[src/rtl/ctl_addr_seq.sv]
module ctl_addr_seq #(
  parameter logic [6:0] DEV_ID = 7'b1101111
) (
  input  logic       clk,
  input  logic       rst_n,
  input  logic       start,
  input  logic       stop,
  input  logic       sel_valid,
  input  logic [7:0] sel_byte,
  input  logic       addr_valid,
  input  logic [7:0] addr_in,
  input  logic       wr_strobe,
  input  logic [7:0] wr_data,
  input  logic       rd_strobe,
  output logic [5:0] reg_addr,
  output logic       sel_ack,
  output logic       addr_ack,
  output logic       wr_accept,
  output logic       term,
  output logic       commit,
  output logic [2:0] commit_sec,
  output logic       wel,
  output logic       rwel
);

  localparam logic [2:0] SEC_A0 = 3'd0, SEC_A1 = 3'd1, SEC_CT = 3'd2,
                         SEC_CK = 3'd3, SEC_ST = 3'd4, SEC_NO = 3'd7;

  typedef enum logic [2:0] {S_IDLE, S_SEL, S_ADDR, S_WR, S_RD, S_DEAD} st_t;

  function automatic logic [2:0] sec_of(input logic [7:0] a);
    if (a <= 8'h07) return SEC_A1;
    else if (a <= 8'h0F) return SEC_A0;
    else if (a <= 8'h11) return SEC_CT;
    else if (a >= 8'h30 && a <= 8'h37) return SEC_CK;
    else if (a == 8'h3F) return SEC_ST;
    else return SEC_NO;
  endfunction

  function automatic logic [5:0] base_of(input logic [2:0] s);
    case (s)
      SEC_A0:  return 6'h08;
      SEC_CT:  return 6'h10;
      SEC_CK:  return 6'h30;
      SEC_ST:  return 6'h3F;
      default: return 6'h00;
    endcase
  endfunction

  function automatic logic [5:0] last_of(input logic [2:0] s);
    case (s)
      SEC_A0:  return 6'h0F;
      SEC_CT:  return 6'h11;
      SEC_CK:  return 6'h37;
      SEC_ST:  return 6'h3F;
      default: return 6'h07;
    endcase
  endfunction

  st_t        st;
  logic [5:0] ptr;
  logic       used, acc;
  logic [7:0] stat_byte;

  logic [2:0] ptr_sec;
  logic [5:0] nxt;
  logic       quiet, is_stat, wstb, rstb;

  assign ptr_sec  = sec_of({2'b00, ptr});
  assign nxt      = (ptr == last_of(ptr_sec)) ? base_of(ptr_sec) : ptr + 6'd1;
  assign is_stat  = (ptr_sec == SEC_ST);
  assign quiet    = !start && !stop;
  assign reg_addr = ptr;

  assign sel_ack   = quiet && st == S_SEL && sel_valid && sel_byte[7:1] == DEV_ID;
  assign addr_ack  = quiet && st == S_ADDR && addr_valid && sec_of(addr_in) != SEC_NO;
  assign wstb      = quiet && st == S_WR && wr_strobe;
  assign rstb      = quiet && st == S_RD && rd_strobe;
  assign term      = (wstb || rstb) && is_stat && used;
  assign wr_accept = wstb && !term && (is_stat || (wel && rwel));

  always_ff @(posedge clk or negedge rst_n) begin
    if (!rst_n) begin
      st         <= S_IDLE;
      ptr        <= 6'h00;
      used       <= 1'b0;
      acc        <= 1'b0;
      stat_byte  <= 8'h00;
      commit     <= 1'b0;
      commit_sec <= SEC_A0;
      wel        <= 1'b0;
      rwel       <= 1'b0;
    end else begin
      commit <= 1'b0;
      if (start) begin
        st   <= S_SEL;
        used <= 1'b0;
        acc  <= 1'b0;
      end else if (stop) begin
        st <= S_IDLE;
        if (st == S_WR && acc) begin
          commit     <= 1'b1;
          commit_sec <= ptr_sec;
          if (is_stat) begin
            case (stat_byte)
              8'h00: begin wel <= 1'b0; rwel <= 1'b0; end
              8'h02: wel <= 1'b1;
              8'h06: if (wel) rwel <= 1'b1;
              default: ;
            endcase
          end
        end
      end else begin
        case (st)
          S_SEL: if (sel_valid)
            st <= sel_ack ? (sel_byte[0] ? S_RD : S_ADDR) : S_DEAD;
          S_ADDR: if (addr_valid) begin
            if (addr_ack) begin
              ptr <= addr_in[5:0];
              st  <= S_WR;
            end else st <= S_DEAD;
          end
          S_WR: if (wr_strobe) begin
            if (term) st <= S_DEAD;
            else begin
              ptr  <= nxt;
              used <= 1'b1;
              if (wr_accept) begin
                acc       <= 1'b1;
                stat_byte <= wr_data;
              end
            end
          end
          S_RD: if (rd_strobe) begin
            if (term) st <= S_DEAD;
            else begin
              ptr  <= nxt;
              used <= 1'b1;
            end
          end
          default: ;
        endcase
      end
    end
  end

  AST_PTR_MAPPED: assert property (@(posedge clk) disable iff (!rst_n)
    sec_of({2'b00, reg_addr}) != SEC_NO);
  AST_SECTION_HELD: assert property (@(posedge clk) disable iff (!rst_n)
    (wr_accept || rd_strobe) && !start && !stop |=> sec_of({2'b00, reg_addr}) == $past(ptr_sec));
  AST_TERM_FREEZES: assert property (@(posedge clk) disable iff (!rst_n)
    term |=> $stable(reg_addr));
  AST_LATCH_ORDER: assert property (@(posedge clk) disable iff (!rst_n)
    rwel |-> wel);
  AST_ACCEPT_GATED: assert property (@(posedge clk) disable iff (!rst_n)
    wr_accept && reg_addr != 6'h3F |-> wel && rwel);
  AST_COMMIT_AFTER_STOP: assert property (@(posedge clk) disable iff (!rst_n)
    commit |-> $past(stop));
  AST_COMMIT_PULSE: assert property (@(posedge clk) disable iff (!rst_n)
    commit |=> !commit);

endmodule

[config.mk]
export PLATFORM = sky130hd
export DESIGN_NAME = ctl_addr_seq
export DESIGN_NICKNAME = d
export VERILOG_FILES = /design/src/rtl/ctl_addr_seq.sv
export SDC_FILE = /design/constraint.sdc
export NUM_CORES = 1
export LEC_CHECK = 0
export ABC_AREA = 0
export BUFFER_PORTS_ARGS = -buffer_cell sky130_fd_sc_hd__buf_2
export CAP_MARGIN = 20
export CELL_PAD_IN_SITES_DETAIL_PLACEMENT = 0
export CELL_PAD_IN_SITES_GLOBAL_PLACEMENT = 1
export CORE_UTILIZATION = 41
export DETAILED_ROUTE_END_ITERATION = 8
export PLACE_DENSITY_LB_ADDON = 0.05
export SYNTH_ARGS = -nofsm -noshare
export SYNTH_HDL_FRONTEND = slang
export SYNTH_SLANG_ARGS = --single-unit
[constraint.sdc]
create_clock -name clk -period 2.95 [get_ports clk]
set_input_delay 0.295 -clock clk [delete_from_list [all_inputs] [get_ports clk]]
set_output_delay 0.295 -clock clk [all_outputs]
set_load 0.03 [all_outputs]
==> run_results.csv <==
group,metric,value,unit
global_routing,grt_pass1_wl,6893,um
synthesis,synth_fp_nets,216,
cells_and_area,antennaDiodeCount,0,
min_path,hold_path_class,"in2async",
drt,antenna_left,0,
sta,post-route-period-util,88.05,%
clock_network,cts_buffers,3,
power,fin_total_pwr,905.4,uW
cells_and_area,fillCellCount,394,
synthesis,ys.flop_type,"dfrtp_1",
clock_network,cts_hold_buf,0,
synthesis,ys_seq_elements,25,
setup_path,required,2.65,ns
sta,tightest_slew,1.008,ns
clock_network,worstSkewPairLatency,0.27,ns
sta,hold_viol_final,0,
setup_path,crit_path_end_kind,"primary output",
synthesis,synth_edf_count,0,
power,seq_power_share,45.9,%
drt,wirelength,4025,um
drt,drt_pre_antenna_iters,4,
floorplanning,ioPinCount,48,
drt,routed-wl-met3,253,um
clock_network,clkTransAtPathRegs,0.09,ns
cells_and_area,fin_area,1934,um^2
sta,period_minus_slack,2.598,ns
placement,dp_cells,268,
power,p_leak,0.9569,nW
sta,slew_viol_final,0,
outcome,status,"completed",
placement,io_buffers,47,
power,peakVddDrop,0.2939,mV
synthesis,synth_warnings,0,
power,intPower,569.0,uW
synthesis,synth.distinct_cells,53,
power,p_switching,336.4,uW
placement,placed_cell_area,1884,um^2
setup_path,worstPathArrival,2.30,ns
cells_and_area,final_util,51.67,%
global_routing,grt_pass1_vias,1491,
sta,fmax,385.0,MHz
synthesis,synth_area_per_cell,9.029,um^2
setup_path,timing.rr.start,"st[1]$_DFFE_PN0P_",
floorplanning,die_x,64.96,um
flow_run,cap_violations,0,
drt,drt_iter0_markers,117,
setup_path,path_max_fanout,10,
clock_network,cts.sinks,25,
power,netSwitchingFraction,37.15,%
floorplanning,initial_core_util,43.42,%
power,powerDensity,468.1,nW/um^2
clock_network,htreeDepth,1,
sta,max_slew_margin,32.80,%
drt,post_drt_wl_per_cell,14.80,um
floorplanning,die_area,4220,um^2
clock_network,cts_setup_buffers,0,
global_routing,grtUsageTotal,20.85,%
placement,hpwl,3154,um
drt,m1WireLength,1924,um
cells_and_area,drive_gt1_share,32.59,%
setup_path,path_class,"reg2out",
cells_and_area,syn_to_final_growth,19.01,%
drt,vias,1560,
synthesis,async_reset_ff_share,100.0,%
clock_network,tritoncts,"yes",
floorplanning,coreArea,3744,um^2
synthesis,syn_area,1625,um^2
synthesis,synth_cells,180,
floorplanning,dieHeight,64.96,um
power,pwr-share-clk,23.4,%
global_routing,antenna_found_initial,0,
clock_network,cts_resized,0,
sta,fin_tns_setup,0,ns
setup_path,reg2reg_to,"reg_addr[4]$_DFFE_PN0P_",
power,pwr-share-comb,30.7,%
sta,finalSetupViolations,0,
global_routing,grt_max_degree,26,
setup_path,start_kind,"register",
cells_and_area,final_nets,261,
sta,rsz0062_at_grt,"false",
clock_network,clock_path_buffers,2,
setup_path,rr_worst_depth,6,
global_routing,overflow,0,
setup_path,rrSetupSlack,0.73,ns
synthesis,yosysSeqAreaShare,38.49,%
drt,wl_met2,1829,um
clock_network,root_buffer,"clkbuf_8",
drt,vias_per_cell,5.735,
placement,gp_congestion,0.8601,
cells_and_area,finalNonFillerCells,272,
drt,top_layer_used,"met4",
drt,drcViolationCount,0,
sta,skew,0.002175,ns
floorplanning,row_count,22,
==> per-stage QoR <==
stage | hold slack, ns | setup slack, ns
3_3_place_gp | 0.3134 | 0.7043
5_1_grt | 0.04308 | 0.1439
6_report | 0.008366 | 0.3525
3_5_place_dp | 0.3195 | 0.6264
2_1_floorplan | -0.0005911 | 0.7113
4_1_cts | 0.01615 | 0.3153
==> registers in the layout, indices dropped and copies added, names as in the netlist, 3 cells and up <==
register and flops:
commit_sec 3, reg_addr 6, stat_byte 8, st 3
==> kinds of logic after synthesis <==
family	after synthesis	synth area share [%]
muxes	11	7.544
buffers and inverters	21	5.465
DFF	25	38.49
adders and majority gates	4	3.079
AOI/OAI and AO/OA	58	24.33
and+or+nand+nor	61	21.09
==> power by group through the flow <==
stage                     clock [mW]  combinational (mW)  sequential (mW)
after floorplan                    0               0.177            0.434
after global placement             0               0.274            0.421
after detailed placement           0               0.277            0.422
after CTS                      0.222               0.278            0.415
after global routing           0.234               0.309            0.424
final                          0.212               0.278            0.415
==> cell usage after synthesis, types with 3 or more instances <==
cell	n	area (um^2)
a21oi_1	12	60.06
a31oi_1	4	25.02
clkbuf_1	4	15.01
dfrtp_1	25	625.6
ha_1	4	50.05
inv_1	13	48.80
mux2_2	10	112.6
nand2_1	12	45.04
nand3_1	4	20.02
nand4_1	5	31.28
nor2_1	14	52.55
nor3_1	3	15.01
nor3b_1	4	30.03
nor4_1	3	18.77
o21ai_0	14	70.07
==> critical path, cell delays in order, from the launching register on <==
cell and delay, ns:
dfrtp_1 0.45, ha_1 0.29, and4_2 0.27, nand2_1 0.18, nand3_1 0.10, o21ai_0 0.07
nand3_1 0.35, inv_1 0.13, buf_2 0.20
==> cells in the final DEF (no fill, tap or decap), drive strengths merged, types with 3 or more instances in the layout <==
| cell | instances |
|---|---|
| nand2 | 12 |
| and4 | 3 |
| nor3b | 4 |
| a21oi | 13 |
| ha | 4 |
| o22ai | 3 |
| dfrtp | 25 |
| a31oi | 4 |
| o21ai | 14 |
| inv | 15 |
| buf | 47 |
| nor3 | 4 |
| nand3 | 4 |
| nand4 | 5 |
| clkbuf | 3 |
| mux2 | 10 |
| nor2 | 14 |
| nor4 | 3 |
==> worst max-delay path by stage <==
stage	from	endpoint	slack (ns)	cells past startpoint
floorplan	reg_addr[0]$_DFFE_PN0P_	wr_accept	0.71	7
global placement	reg_addr[0]$_DFFE_PN0P_	wr_accept	0.70	8
detailed placement	reg_addr[0]$_DFFE_PN0P_	wr_accept	0.63	8
CTS	reg_addr[0]$_DFFE_PN0P_	wr_accept	0.32	8
global route	reg_addr[0]$_DFFE_PN0P_	wr_accept	0.14	8
finish	reg_addr[0]$_DFFE_PN0P_	wr_accept	0.35	8
==> final cells by class <==
class,count,area [um^2],area share [%]
multi-input cells,134,910.9,47.09
clock buffers,3,41.29,2.135
flip-flops and latches,25,625.6,32.34
inverters,14,52.55,2.717
clock inverters,1,8.758,0.4528
well taps,48,60.06,3.105
repair buffers,47,235.2,12.16
==> layer usage <==
layer  up-vias  global-route usage [%]
li1        759                       -
met4         0                   3.056
met3         2                   4.930
met1       753                   28.21
met2        46                   34.24
met5         -                       0
Power figures use the tool's default switching activity.
